## src/rtl/shift_unit_pkg.sv

```systemverilog
// Package: shared operation encoding for the shift unit.
// Assumes the two-bit code layout: bit 1 = right direction, bit 0 = arithmetic fill.
package shift_unit_pkg;

    typedef enum logic [1:0] {
        OP_LSL = 2'b00,
        OP_ASL = 2'b01,
        OP_LSR = 2'b10,
        OP_ASR = 2'b11
    } shift_op_e;

    // Returns 1 when the code selects a right-going shift.
    function automatic logic op_is_right(input logic [1:0] op);
        return op[1];
    endfunction

    // Returns 1 when the code selects a fill taken from the operand.
    function automatic logic op_is_arith(input logic [1:0] op);
        return op[0];
    endfunction

endpackage

```

## src/rtl/shift_bit_reverse.sv

```systemverilog
// Module: shift_bit_reverse
// Mirrors the bit order of a word (bit i goes to bit W-1-i).
// Assumes nothing about the contents; pure wiring.
module shift_bit_reverse #(
    parameter int W = 32
) (
    input  logic [W-1:0] in_i,
    output logic [W-1:0] out_o
);

    // Wire each output bit to its mirrored input bit.
    for (genvar i = 0; i < W; i++) begin : g_rev
        assign out_o[i] = in_i[W-1-i];
    end

endmodule

```

## src/rtl/shift_log_left.sv

```systemverilog
// Module: shift_log_left
// Logarithmic left shifter over a W+1 bit vector. The extra top bit starts as
// vec_i[W-1] and after shifting by s>0 holds vec_i[W-s], the last bit out.
// The low s positions take fill_i. Assumes W is a power of two and sh_i < W.
module shift_log_left #(
    parameter int W   = 32,
    parameter int SHW = $clog2(W)
) (
    input  logic [W-1:0]   vec_i,
    input  logic [SHW-1:0] sh_i,
    input  logic           fill_i,
    output logic [W-1:0]   vec_o,
    output logic           out_bit_o
);

    localparam int VW = W + 1;

    logic [VW-1:0] stg [0:SHW];

    // Seed the chain: the spare top bit carries the zero-count fallback.
    assign stg[0] = {vec_i[W-1], vec_i};

    // Each stage moves the vector by 2**k when count bit k is set.
    for (genvar k = 0; k < SHW; k++) begin : g_stage
        localparam int STEP = 1 << k;
        assign stg[k+1] = sh_i[k] ? {stg[k][VW-1-STEP:0], {STEP{fill_i}}}
                                  : stg[k];
    end

    // Split the final vector into the carry bit and the word.
    assign out_bit_o = stg[SHW][W];
    assign vec_o     = stg[SHW][W-1:0];

endmodule

```

## src/rtl/shift_unit.sv

```systemverilog
// Module: shift_unit (top)
// Combinational shifter: logical/arithmetic left and right with carry out.
// Right shifts reuse the left shifter by mirroring the word on entry and exit.
// Assumes WIDTH is a power of two and AMT_W >= $clog2(WIDTH).
module shift_unit
    import shift_unit_pkg::*;
#(
    parameter int WIDTH = 32,
    parameter int AMT_W = 32
) (
    input  logic [WIDTH-1:0] operand_i,
    input  logic [AMT_W-1:0] amount_i,
    input  logic [1:0]       op_i,
    output logic [WIDTH-1:0] result_o,
    output logic             carry_o
);

    localparam int SHW = $clog2(WIDTH);

    logic [SHW-1:0]   shamt;
    logic [WIDTH-1:0] operand_rev;
    logic [WIDTH-1:0] norm_in;
    logic             fill_bit;
    logic [WIDTH-1:0] core_out;
    logic [WIDTH-1:0] core_rev;
    logic             core_carry;
    logic             unused_amt_hi;

    // Keep only the low count bits; the rest are deliberately dropped.
    assign shamt         = amount_i[SHW-1:0];
    assign unused_amt_hi = ^amount_i;

    shift_bit_reverse #(.W(WIDTH)) u_rev_in (
        .in_i  (operand_i),
        .out_o (operand_rev)
    );

    // Choose the left-domain operand: mirrored for right shifts.
    assign norm_in = op_is_right(op_i) ? operand_rev : operand_i;

    // Arithmetic fill is bit 0 of the left-domain word (original bit 0 or 31).
    assign fill_bit = op_is_arith(op_i) & norm_in[0];

    shift_log_left #(.W(WIDTH), .SHW(SHW)) u_core (
        .vec_i     (norm_in),
        .sh_i      (shamt),
        .fill_i    (fill_bit),
        .vec_o     (core_out),
        .out_bit_o (core_carry)
    );

    shift_bit_reverse #(.W(WIDTH)) u_rev_out (
        .in_i  (core_out),
        .out_o (core_rev)
    );

    // Return to natural bit order for right shifts.
    assign result_o = op_is_right(op_i) ? core_rev : core_out;
    assign carry_o  = core_carry;

endmodule

```

## config.mk

```make
export PLATFORM = sky130hd
export DESIGN_NAME = shift_unit
export DESIGN_NICKNAME = d
export VERILOG_FILES = /design/src/rtl/shift_unit_pkg.sv /design/src/rtl/shift_bit_reverse.sv /design/src/rtl/shift_log_left.sv /design/src/rtl/shift_unit.sv
export SDC_FILE = /design/constraint.sdc
export NUM_CORES = 1
export LEC_CHECK = 0
export BUFFER_PORTS_ARGS = -buffer_cell sky130_fd_sc_hd__buf_2
export CORE_ASPECT_RATIO = 0.5
export CORE_UTILIZATION = 47
export DETAILED_ROUTE_END_ITERATION = 10
export PLACE_DENSITY = 0.83
export SLEW_MARGIN = 10
export SYNTH_ARGS = -nofsm -noshare
export SYNTH_HDL_FRONTEND = slang
export SYNTH_SLANG_ARGS = --single-unit
```

## constraint.sdc

```tcl
create_clock -name vclk -period 3.9
set_input_delay 0.78 -clock vclk [all_inputs]
set_output_delay 0.78 -clock vclk [all_outputs]
set_load 0.05 [all_outputs]
```

==> impl_metrics.env, run 1 <==
export IMPL_pwr_share_seq_pct=0
export IMPL_placed_cells=629
export IMPL_first_global_vias=3730
export IMPL_grt_max_degree=45
export IMPL_ios=99
export IMPL_hpwlAfterDp_um=11160
export IMPL_ctsResizeCount=1
export IMPL_synth_top_area_share_pct=23.15
export IMPL_synth_largest_area_cell="mux2i_1"
export IMPL_syn_avg_cell_area_um2=7.496
export IMPL_met2_length_um=5789
export IMPL_ant_nets=0
export IMPL_outcome="finished clean"
export IMPL_grt_overflow=0
export IMPL_crit_top_cell="mux2_2"
export IMPL_design_seq_count=0
export IMPL_drc=0
export IMPL_worst_hold_path_num_cells=4
export IMPL_slowest_delay_ns=0.53
export IMPL_chipHeight_um=61.91
export IMPL_finalPower_w=0.0008600
export IMPL_post_cts_setup_buffers=0
export IMPL_worst_pin_slew_ns=0.5998
export IMPL_grt_pass1_wl_um=20730
export IMPL_comb_power_share_pct=100.0
export IMPL_drt_wl_total_um=14030
export IMPL_regArea_um2=0
export IMPL_ys_seq_area_share_pct=0
export IMPL_worstPathCellList="buf_6 > mux2_2 > mux4_2 > mux2_2 > nand2b_4 > a311o_1 > mux2_2 > buf_2"
export IMPL_port_buffers=72
export IMPL_layout_common_cells="mux2i_1, buf_2, buf_4, nand2_1, nor2_1"
export IMPL_core_area_um2=6805
export IMPL_p_leak_nw=1.874
export IMPL_hold_path_class="primary input to output pin"
export IMPL_wl_met3_um=2036
export IMPL_internal_power_w=0.0003043
export IMPL_drt_vias_per_instance=7.067
export IMPL_power_frac_clock_pct=0
export IMPL_synth_nets=516
export IMPL_synth_area_um2=3373
export IMPL_drv_slew=0
export IMPL_routedLengthMet1_um=5992
export IMPL_placed_cell_area_um2=4136
export IMPL_cp_top_family="multiplexers"
export IMPL_finalNonFillerCells=629
export IMPL_dr_pass1_iters=5
export IMPL_min_period_ns=3.866
export IMPL_drtIter0Drc=671
export IMPL_cp_required_ns=3.12
export IMPL_top_layer="met4"
export IMPL_synth_top_cells_by_area="mux2i_1, mux4_2, mux2_2"
export IMPL_peakVddDrop_mv=0.07982
export IMPL_grt_usage_pct=36.24
export IMPL_final_cell_area_um2=4188
export IMPL_relSlewSlack_pct=59.97
export IMPL_worstPathMaxFanout=11
export IMPL_worst_path_stages=8
export IMPL_fillers=603
export IMPL_cap_violations=0
export IMPL_die_w_um=121.8
export IMPL_fmax_ghz=0.2587
export IMPL_endpoint_kind="output pin"
export IMPL_globalplace_congestion=1.068
export IMPL_yosysUniqueCellTypes=57
export IMPL_p_sw_w=0.0005557
export IMPL_arrival_ns=3.09
export IMPL_yosysWarningCount=0
export IMPL_path_buf_inv=2
export IMPL_netlist_instances=450
export IMPL_setup_viol=0
export IMPL_finalNetCount=605
export IMPL_rsz0062_at_grt="no"
export IMPL_swShare_pct=64.61
export IMPL_postCtsHoldBufs=0
export IMPL_area_growth_pct=24.15
export IMPL_antenna_cells=0
export IMPL_crit_type="primary input to output pin"
export IMPL_final_common_cell="mux2i_1"
export IMPL_start_util_pct=49.57
export IMPL_drive_gt1_share_pct=35.38
export IMPL_powerDensity_nw_per_um2=205.4
export IMPL_wire_per_inst_um=22.31
export IMPL_die_area_um2=7541
export IMPL_cp_start_kind="primary input"
export IMPL_num_clock_buffers=0
export IMPL_vias=4445
export IMPL_antenna_found_initial=0
export IMPL_holdWs_ns=2.212
export IMPL_hold_violations=0
export IMPL_core_rowCount=21
export IMPL_fin_crit_sh_pct=99.12
export IMPL_critPathSlowestCell="mux4_2"
[routing by layer]
metal	up-vias	GRT usage, %
met5	-	0
met4	0	3.880
met3	23	6.296
met2	350	56.82
met1	2112	53.48
li1	1960	-
[path summary, 6_finish.rpt]
path | start | slack [ns] | endpoint
worst max-delay path | amount_i[0] | 0.03 | result_o[6]
worst min-delay path | amount_i[4] | 2.21 | result_o[1]
[power by group through the flow]
stage / clock network (W) / logic (W) / registers [W]
2_1_floorplan: 0 / 0.000571 / 0
3_3_place_gp: 0 / 0.000817 / 0
3_5_place_dp: 0 / 0.000825 / 0
4_1_cts: 0 / 0.000828 / 0
5_1_grt: 0 / 0.000903 / 0
6_report: 0 / 0.000860 / 0
[cell families after synthesis]
kind of cell	after synthesis	share of synthesized area (%)
XOR/XNOR	1	0.2597
multiplexers	122	43.84
buffers and inverters	52	7.010
AND/OR/NAND/NOR	119	16.32
AO/OA/AOI/OAI	156	32.57
[metrics by stage]
step	TNS [ns]	util, %	worst slack [ns]
finish	0	61.54	0.03422
global route	0	61.54	0.001412
CTS	0	60.89	0.009228
detailed placement	-0.001031	60.78	-0.001031
global placement	0	60.78	0.02357
floorplan	-0.3277	-	-0.1639
[cell usage after synthesis (all sizes together), types with 7 or more instances]
cell,count
buf,18
o221ai,10
nand2b,10
mux2i,78
a211oi,7
nor2,32
a22oi,30
o22ai,19
a21oi,24
o21ai,20
clkbuf,24
inv,10
nor3,7
mux2,26
nand2,42
mux4,18
o211ai,7
[cell type report]
class / instances / area, um2 / share of cell area (%)
well taps: 92 / 115.1 / 2.749
multi-input cells: 398 / 3186 / 76.07
repair buffers: 129 / 849.6 / 20.29
inverters: 10 / 37.54 / 0.8963
Power figures use the tool's default switching activity.
==> run 2, diff against run 1 <==
--- a/config.mk
+++ b/config.mk
@@ -6,11 +6,14 @@
 export NUM_CORES = 1
 export LEC_CHECK = 0
 export BUFFER_PORTS_ARGS = -buffer_cell sky130_fd_sc_hd__buf_2
+export CELL_PAD_IN_SITES_DETAIL_PLACEMENT = 1
+export CELL_PAD_IN_SITES_GLOBAL_PLACEMENT = 2
 export CORE_ASPECT_RATIO = 0.5
-export CORE_UTILIZATION = 47
+export CORE_UTILIZATION = 31
 export DETAILED_ROUTE_END_ITERATION = 10
-export PLACE_DENSITY = 0.83
+export PLACE_DENSITY = 0.91
 export SLEW_MARGIN = 10
 export SYNTH_ARGS = -nofsm -noshare
 export SYNTH_HDL_FRONTEND = slang
+export SYNTH_HIERARCHICAL = 1
 export SYNTH_SLANG_ARGS = --single-unit
==> constraint.sdc (replaced) <==
create_clock -name vclk -period 3.2
set_input_delay 0.64 -clock vclk [all_inputs]
set_output_delay 0.64 -clock vclk [all_outputs]
set_load 0.05 [all_outputs]
==> run 2 against run 1 <==
  * The flow now finishes with violations (setup timing)
  * Synthesized cell count down 15%
  * Global-route usage fell by 12 points
  * Critical path depth rose by 1
  * Power rose by 76%
  * Non-clock buffer count grew 63
  * Final cell count increased by 1.1%
  * Largest cell class unchanged
  * Final area is 25% higher
  * Count of clock-buffer cells in the layout unchanged
  * Worst hold slack got worse by 0.23 ns
==> impl_metrics.env, run 2 <==
export IMPL_core_rowCount=27
export IMPL_yosysUniqueCellTypes=55
export IMPL_finalWorstSetupSlack_ns=-0.5484
export IMPL_hold_violations=0
export IMPL_p_leak_nw=2.346
export IMPL_ys_seq_area_share_pct=0
export IMPL_globalplace_congestion=0.9983
export IMPL_num_clock_buffers=0
export IMPL_dr_pass1_iters=6
export IMPL_synth_top_area_share_pct=22.28
export IMPL_vias=4011
export IMPL_relSlewSlack_pct=62.50
export IMPL_postCtsHoldBufs=0
export IMPL_holdWs_ns=1.983
export IMPL_drv_slew=0
export IMPL_drive_gt1_share_pct=73.58
export IMPL_area_growth_pct=44.07
export IMPL_drt_wl_total_um=17100
export IMPL_cp_required_ns=2.56
export IMPL_worst_pin_slew_ns=0.5604
export IMPL_drc=0
export IMPL_yosys_top_cells_count="buf_4, mux2_2, mux4_2"
export IMPL_powerDensity_nw_per_um2=288.3
export IMPL_synth_area_um2=3640
export IMPL_synth_largest_area_cell="mux4_2"
export IMPL_finalNetCount=545
export IMPL_slowest_delay_ns=0.53
export IMPL_hold_path_class="primary input to output pin"
export IMPL_setup_viol=33
export IMPL_antenna_found_initial=0
export IMPL_fin_crit_sh_pct=117.1
export IMPL_design_seq_count=0
export IMPL_chipHeight_um=78.62
export IMPL_peakVddDrop_mv=0.1067
export IMPL_grt_pass1_wl_um=23200
export IMPL_die_area_um2=12210
export IMPL_hpwlAfterDp_um=11030
export IMPL_finalPower_w=0.001512
export IMPL_synth_top_cells_by_area="mux4_2, mux2_2, buf_4"
export IMPL_ios=99
export IMPL_grt_overflow=0
export IMPL_fmax_ghz=0.2668
export IMPL_grt_usage_pct=24.49
export IMPL_grt_max_degree=31
export IMPL_crit_type="primary input to output pin"
export IMPL_ant_nets=0
export IMPL_yosysWarningCount=6
export IMPL_netlist_instances=381
export IMPL_start_util_pct=32.45
export IMPL_port_buffers=72
export IMPL_drt_vias_per_instance=6.307
export IMPL_cp_start_kind="primary input"
export IMPL_rsz0062_at_grt="yes"
export IMPL_endpoint_kind="output pin"
export IMPL_final_util_pct=46.75
export IMPL_layout_common_cells="buf_4, mux2_4, buf_2, mux4_2, buf_6"
export IMPL_die_w_um=155.2
export IMPL_core_area_um2=11220
export IMPL_outcome="complete, but fails checks"
export IMPL_first_global_vias=3961
export IMPL_antenna_cells=0
export IMPL_arrival_ns=3.11
export IMPL_syn_avg_cell_area_um2=9.553
export IMPL_drtIter0Drc=331
export IMPL_wire_per_inst_um=26.89
export IMPL_regArea_um2=0
export IMPL_synth_nets=447
export IMPL_worstPathMaxFanout=8
export IMPL_min_period_ns=3.748
export IMPL_violations="setup timing"
export IMPL_final_common_cell="buf_4"
export IMPL_critPathSlowestCell="mux4_2"
export IMPL_worstPathCellList="buf_12 > buf_12 > mux2_2 > mux4_2 > a32o_1 > a221o_1 > a221o_1 > mux2_4 > buf_8"
export IMPL_cap_violations=0
run 2: cell types whose count changed after synthesis, moves of 6 or more:
cell	change
buf_4	+64
mux2i_1	-48
mux2_2	+46
a22oi_1	-24
a21oi_1	-21
nand2_1	-20
mux4_2	+18
clkbuf_1	-17
nor2_1	-17
buf_6	+13
o22ai_1	-13
o21ai_0	-10
a221oi_1	+6
nand2b_1	-6
run 2: critical path, delay by kind of cell:
kind,cells,cell delay (ns)
buffers and inverters,3,0.41
AOI/OAI and AO/OA,3,0.85
muxes,3,1.18
run 2: cell families after synthesis:
group                  after synthesis  synth area share (%)
buffers and inverters              102                 20.90
AOI/OAI and AO/OA                   74                 15.57
and+or+nand+nor                     61                 7.941
muxes                              144                 55.59
run 2: cell type report:
class                      count  area, um2
multi-input combinational    280       3377
inverter                       5      18.77
timing repair buffer         192       1649
fill                        1253       5972
tap                          159      198.9
run 2: repair_timing:
| action | in CTS | in global routing |
|---|---|---|
| pin swaps | 20 | 9 |
| endpoints found under the setup margin | 33 | 33 |
| gates cloned | 2 | 0 |
| buffers inserted | 15 | 9 |
| resized for setup | 143 | 22 |
run 2: power breakdown:
group | internal (W) | switching, W | total, W
clock network | 0 | 0 | 0
logic | 0.000708 | 0.000804 | 0.00151
registers | 0 | 0 | 0
total | 0.000708 | 0.000804 | 0.00151
run 2: worst paths after layout:
kind                    start  slack (ns)      endpoint  cells past startpoint
worst max-delay path  op_i[1]       -0.55  result_o[29]                      9
worst min-delay path  op_i[1]        1.98   result_o[1]                      5
run 2: routing by layer:
| metal | GRT usage (%) | share of wire [%] | vias up |
|---|---|---|---|
| li1 | - | - | 1632 |
| met1 | 29.33 | 38 | 1999 |
| met2 | 43.56 | 46 | 287 |
| met3 | 5.356 | 9.9 | 93 |
| met4 | 8.333 | 5.7 | 0 |
| met5 | 0 | 0 | - |
run 2: metrics by stage:
| step | setup slack (ns) | cell area (um2) | cells | TNS, ns |
|---|---|---|---|---|
| floorplan | -0.3428 | 3816 | 381 | -4.414 |
| global placement | -0.6045 | 4382 | 611 | -15.33 |
| detailed placement | -0.6410 | 4382 | 611 | -16.58 |
| CTS | -0.4430 | 5075 | 627 | -11.36 |
| global route | -0.5541 | 5244 | 636 | -14.60 |
| finish | -0.5484 | 5244 | 636 | -13.69 |
==> run 3, diff against run 2 <==
--- a/config.mk
+++ b/config.mk
@@ -9,10 +9,10 @@
 export CELL_PAD_IN_SITES_DETAIL_PLACEMENT = 1
 export CELL_PAD_IN_SITES_GLOBAL_PLACEMENT = 2
 export CORE_ASPECT_RATIO = 0.5
-export CORE_UTILIZATION = 31
+export CORE_UTILIZATION = 37
 export DETAILED_ROUTE_END_ITERATION = 10
 export PLACE_DENSITY = 0.91
-export SLEW_MARGIN = 10
+export SLEW_MARGIN = 25
 export SYNTH_ARGS = -nofsm -noshare
 export SYNTH_HDL_FRONTEND = slang
 export SYNTH_HIERARCHICAL = 1
==> constraint.sdc (replaced) <==
create_clock -name vclk -period 4.8
set_input_delay 0.96 -clock vclk [all_inputs]
set_output_delay 0.96 -clock vclk [all_outputs]
set_load 0.05 [all_outputs]
==> run 3 against run 2 <==
  * The flow now finishes without violations
  * Via count down 22%
  * Combinational power down 57%
  * Non-clock buffer count down 108
  * Flip-flop and latch count unchanged
  * Critical path type unchanged
  * Highest routed layer unchanged
==> impl_metrics.env, run 3 (same netlist as run 2, synthesis figures left out) <==
export IMPL_finalPower_w=0.0006521
export IMPL_layout_common_cells="buf_2, mux2_2, mux4_2, mux2i_1, nand2_1"
export IMPL_grt_usage_pct=21.94
export IMPL_core_area_um2=9509
export IMPL_worstPathMaxFanout=35
export IMPL_slowest_delay_ns=0.58
export IMPL_die_w_um=142.3
export IMPL_grt_overflow=0
export IMPL_ios=99
export IMPL_num_clock_buffers=0
export IMPL_drv_slew=0
export IMPL_vias=3121
export IMPL_outcome="finished clean"
export IMPL_hold_violations=0
export IMPL_cap_violations=0
export IMPL_antenna_cells=0
export IMPL_first_global_vias=3039
export IMPL_cp_start_kind="primary input"
export IMPL_hpwlAfterDp_um=8939
export IMPL_p_sw_w=0.0004131
export IMPL_top_layer="met4"
export IMPL_final_common_cell="buf_2"
export IMPL_min_period_ns=4.584
export IMPL_peakVddDrop_mv=0.07434
export IMPL_fmax_ghz=0.2181
export IMPL_worst_pin_slew_ns=0.8107
export IMPL_worstPathCellList="buf_2 > buf_12 > mux2_2 > mux4_2 > a32o_1 > a221o_1 > a221o_1 > mux2_2 > buf_2"
export IMPL_relSlewSlack_pct=45.84
export IMPL_globalplace_congestion=0.9231
export IMPL_drt_vias_per_instance=6.205
export IMPL_dr_pass1_iters=5
export IMPL_drt_wl_total_um=11240
export IMPL_chipHeight_um=72.14
export IMPL_grt_max_degree=36
export IMPL_powerDensity_nw_per_um2=184.1
export IMPL_routedLengthMet1_um=5222
export IMPL_regArea_um2=0
export IMPL_setup_tns_ns=0
export IMPL_comb_power_share_pct=100.0
export IMPL_finalNetCount=436
export IMPL_grt_pass1_wl_um=17610
export IMPL_core_rowCount=25
export IMPL_area_growth_pct=-2.681
export IMPL_post_cts_setup_buffers=0
export IMPL_die_area_um2=10260
export IMPL_critPathSlowestCell="mux4_2"
export IMPL_drive_gt1_share_pct=54.08
export IMPL_crit_type="primary input to output pin"
export IMPL_fin_crit_sh_pct=95.51
export IMPL_ctsResizeCount=0
export IMPL_start_util_pct=38.28
export IMPL_pre_cts_slack_ns=0.2135
export IMPL_power_frac_clock_pct=0
export IMPL_holdWs_ns=2.648
export IMPL_wl_met3_um=1026
export IMPL_setup_viol=0
export IMPL_endpoint_kind="output pin"
export IMPL_pwr_share_seq_pct=0
export IMPL_arrival_ns=3.62
export IMPL_port_buffers=72
export IMPL_hold_path_end="result_o[1]"
export IMPL_internal_power_w=0.0002391
export IMPL_min_from="op_i[1]"
export IMPL_final_cell_area_um2=3542
export IMPL_finalWorstSetupSlack_ns=0.2157
export IMPL_hold_path_class="primary input to output pin"
export IMPL_placed_cell_area_um2=3542
export IMPL_drc=0
export IMPL_p_leak_nw=1.435
export IMPL_postCtsHoldBufs=0
export IMPL_drtIter0Drc=241
export IMPL_antenna_found_initial=0
export IMPL_cp_required_ns=3.84
export IMPL_met2_length_um=4881
export IMPL_design_seq_count=0
export IMPL_ant_nets=0
export IMPL_worst_hold_path_num_cells=4
export IMPL_wire_per_inst_um=22.35
export IMPL_rsz0062_at_grt="no"
export IMPL_swShare_pct=63.34
-- run 3: cell type report --
| cell class | count | area (um2) |
|---|---|---|
| Fill cell | 1136 | 5967 |
| Multi-Input combinational cell | 279 | 2879 |
| Timing Repair Buffer | 84 | 475.5 |
| Tap cell | 135 | 168.9 |
| Inverter | 5 | 18.77 |
-- run 3: power groups by stage --
| stage | logic, W | clock network (W) | registers, W |
|---|---|---|---|
| after floorplan | 0.000560 | 0 | 0 |
| after global placement | 0.000631 | 0 | 0 |
| after detailed placement | 0.000642 | 0 | 0 |
| after CTS | 0.000645 | 0 | 0 |
| after global routing | 0.000685 | 0 | 0 |
| final | 0.000652 | 0 | 0 |
-- run 3: critical path, delay by kind of cell --
| family | cells | cell delay (ns) |
|---|---|---|
| muxes | 3 | 1.30 |
| buffers and inverters | 3 | 0.51 |
| AOI/OAI and AO/OA | 3 | 0.85 |
-- run 3: metrics by stage --
step	cells	util, %
2_1_floorplan	381	-
3_3_place_gp	503	37.25
3_5_place_dp	503	37.25
4_1_cts	503	37.25
5_1_grt	503	37.25
6_report	503	37.25
-- run 3: routing by layer --
layer / GRT usage (%) / vias up
met5: 0 / -
met4: 2.628 / 0
met3: 3.894 / 17
met2: 33.88 / 138
met1: 32.61 / 1552
li1: - / 1414
-- run 3: how the worst max path moves through the flow --
stage,startpoint,endpoint,slack [ns]
detailed placement,op_i[1],result_o[2],0.21
floorplan,op_i[1],result_o[2],0.46
CTS,op_i[1],result_o[2],0.22
global placement,op_i[1],result_o[2],0.25
global route,op_i[1],result_o[2],0.15
finish,op_i[1],result_o[2],0.22
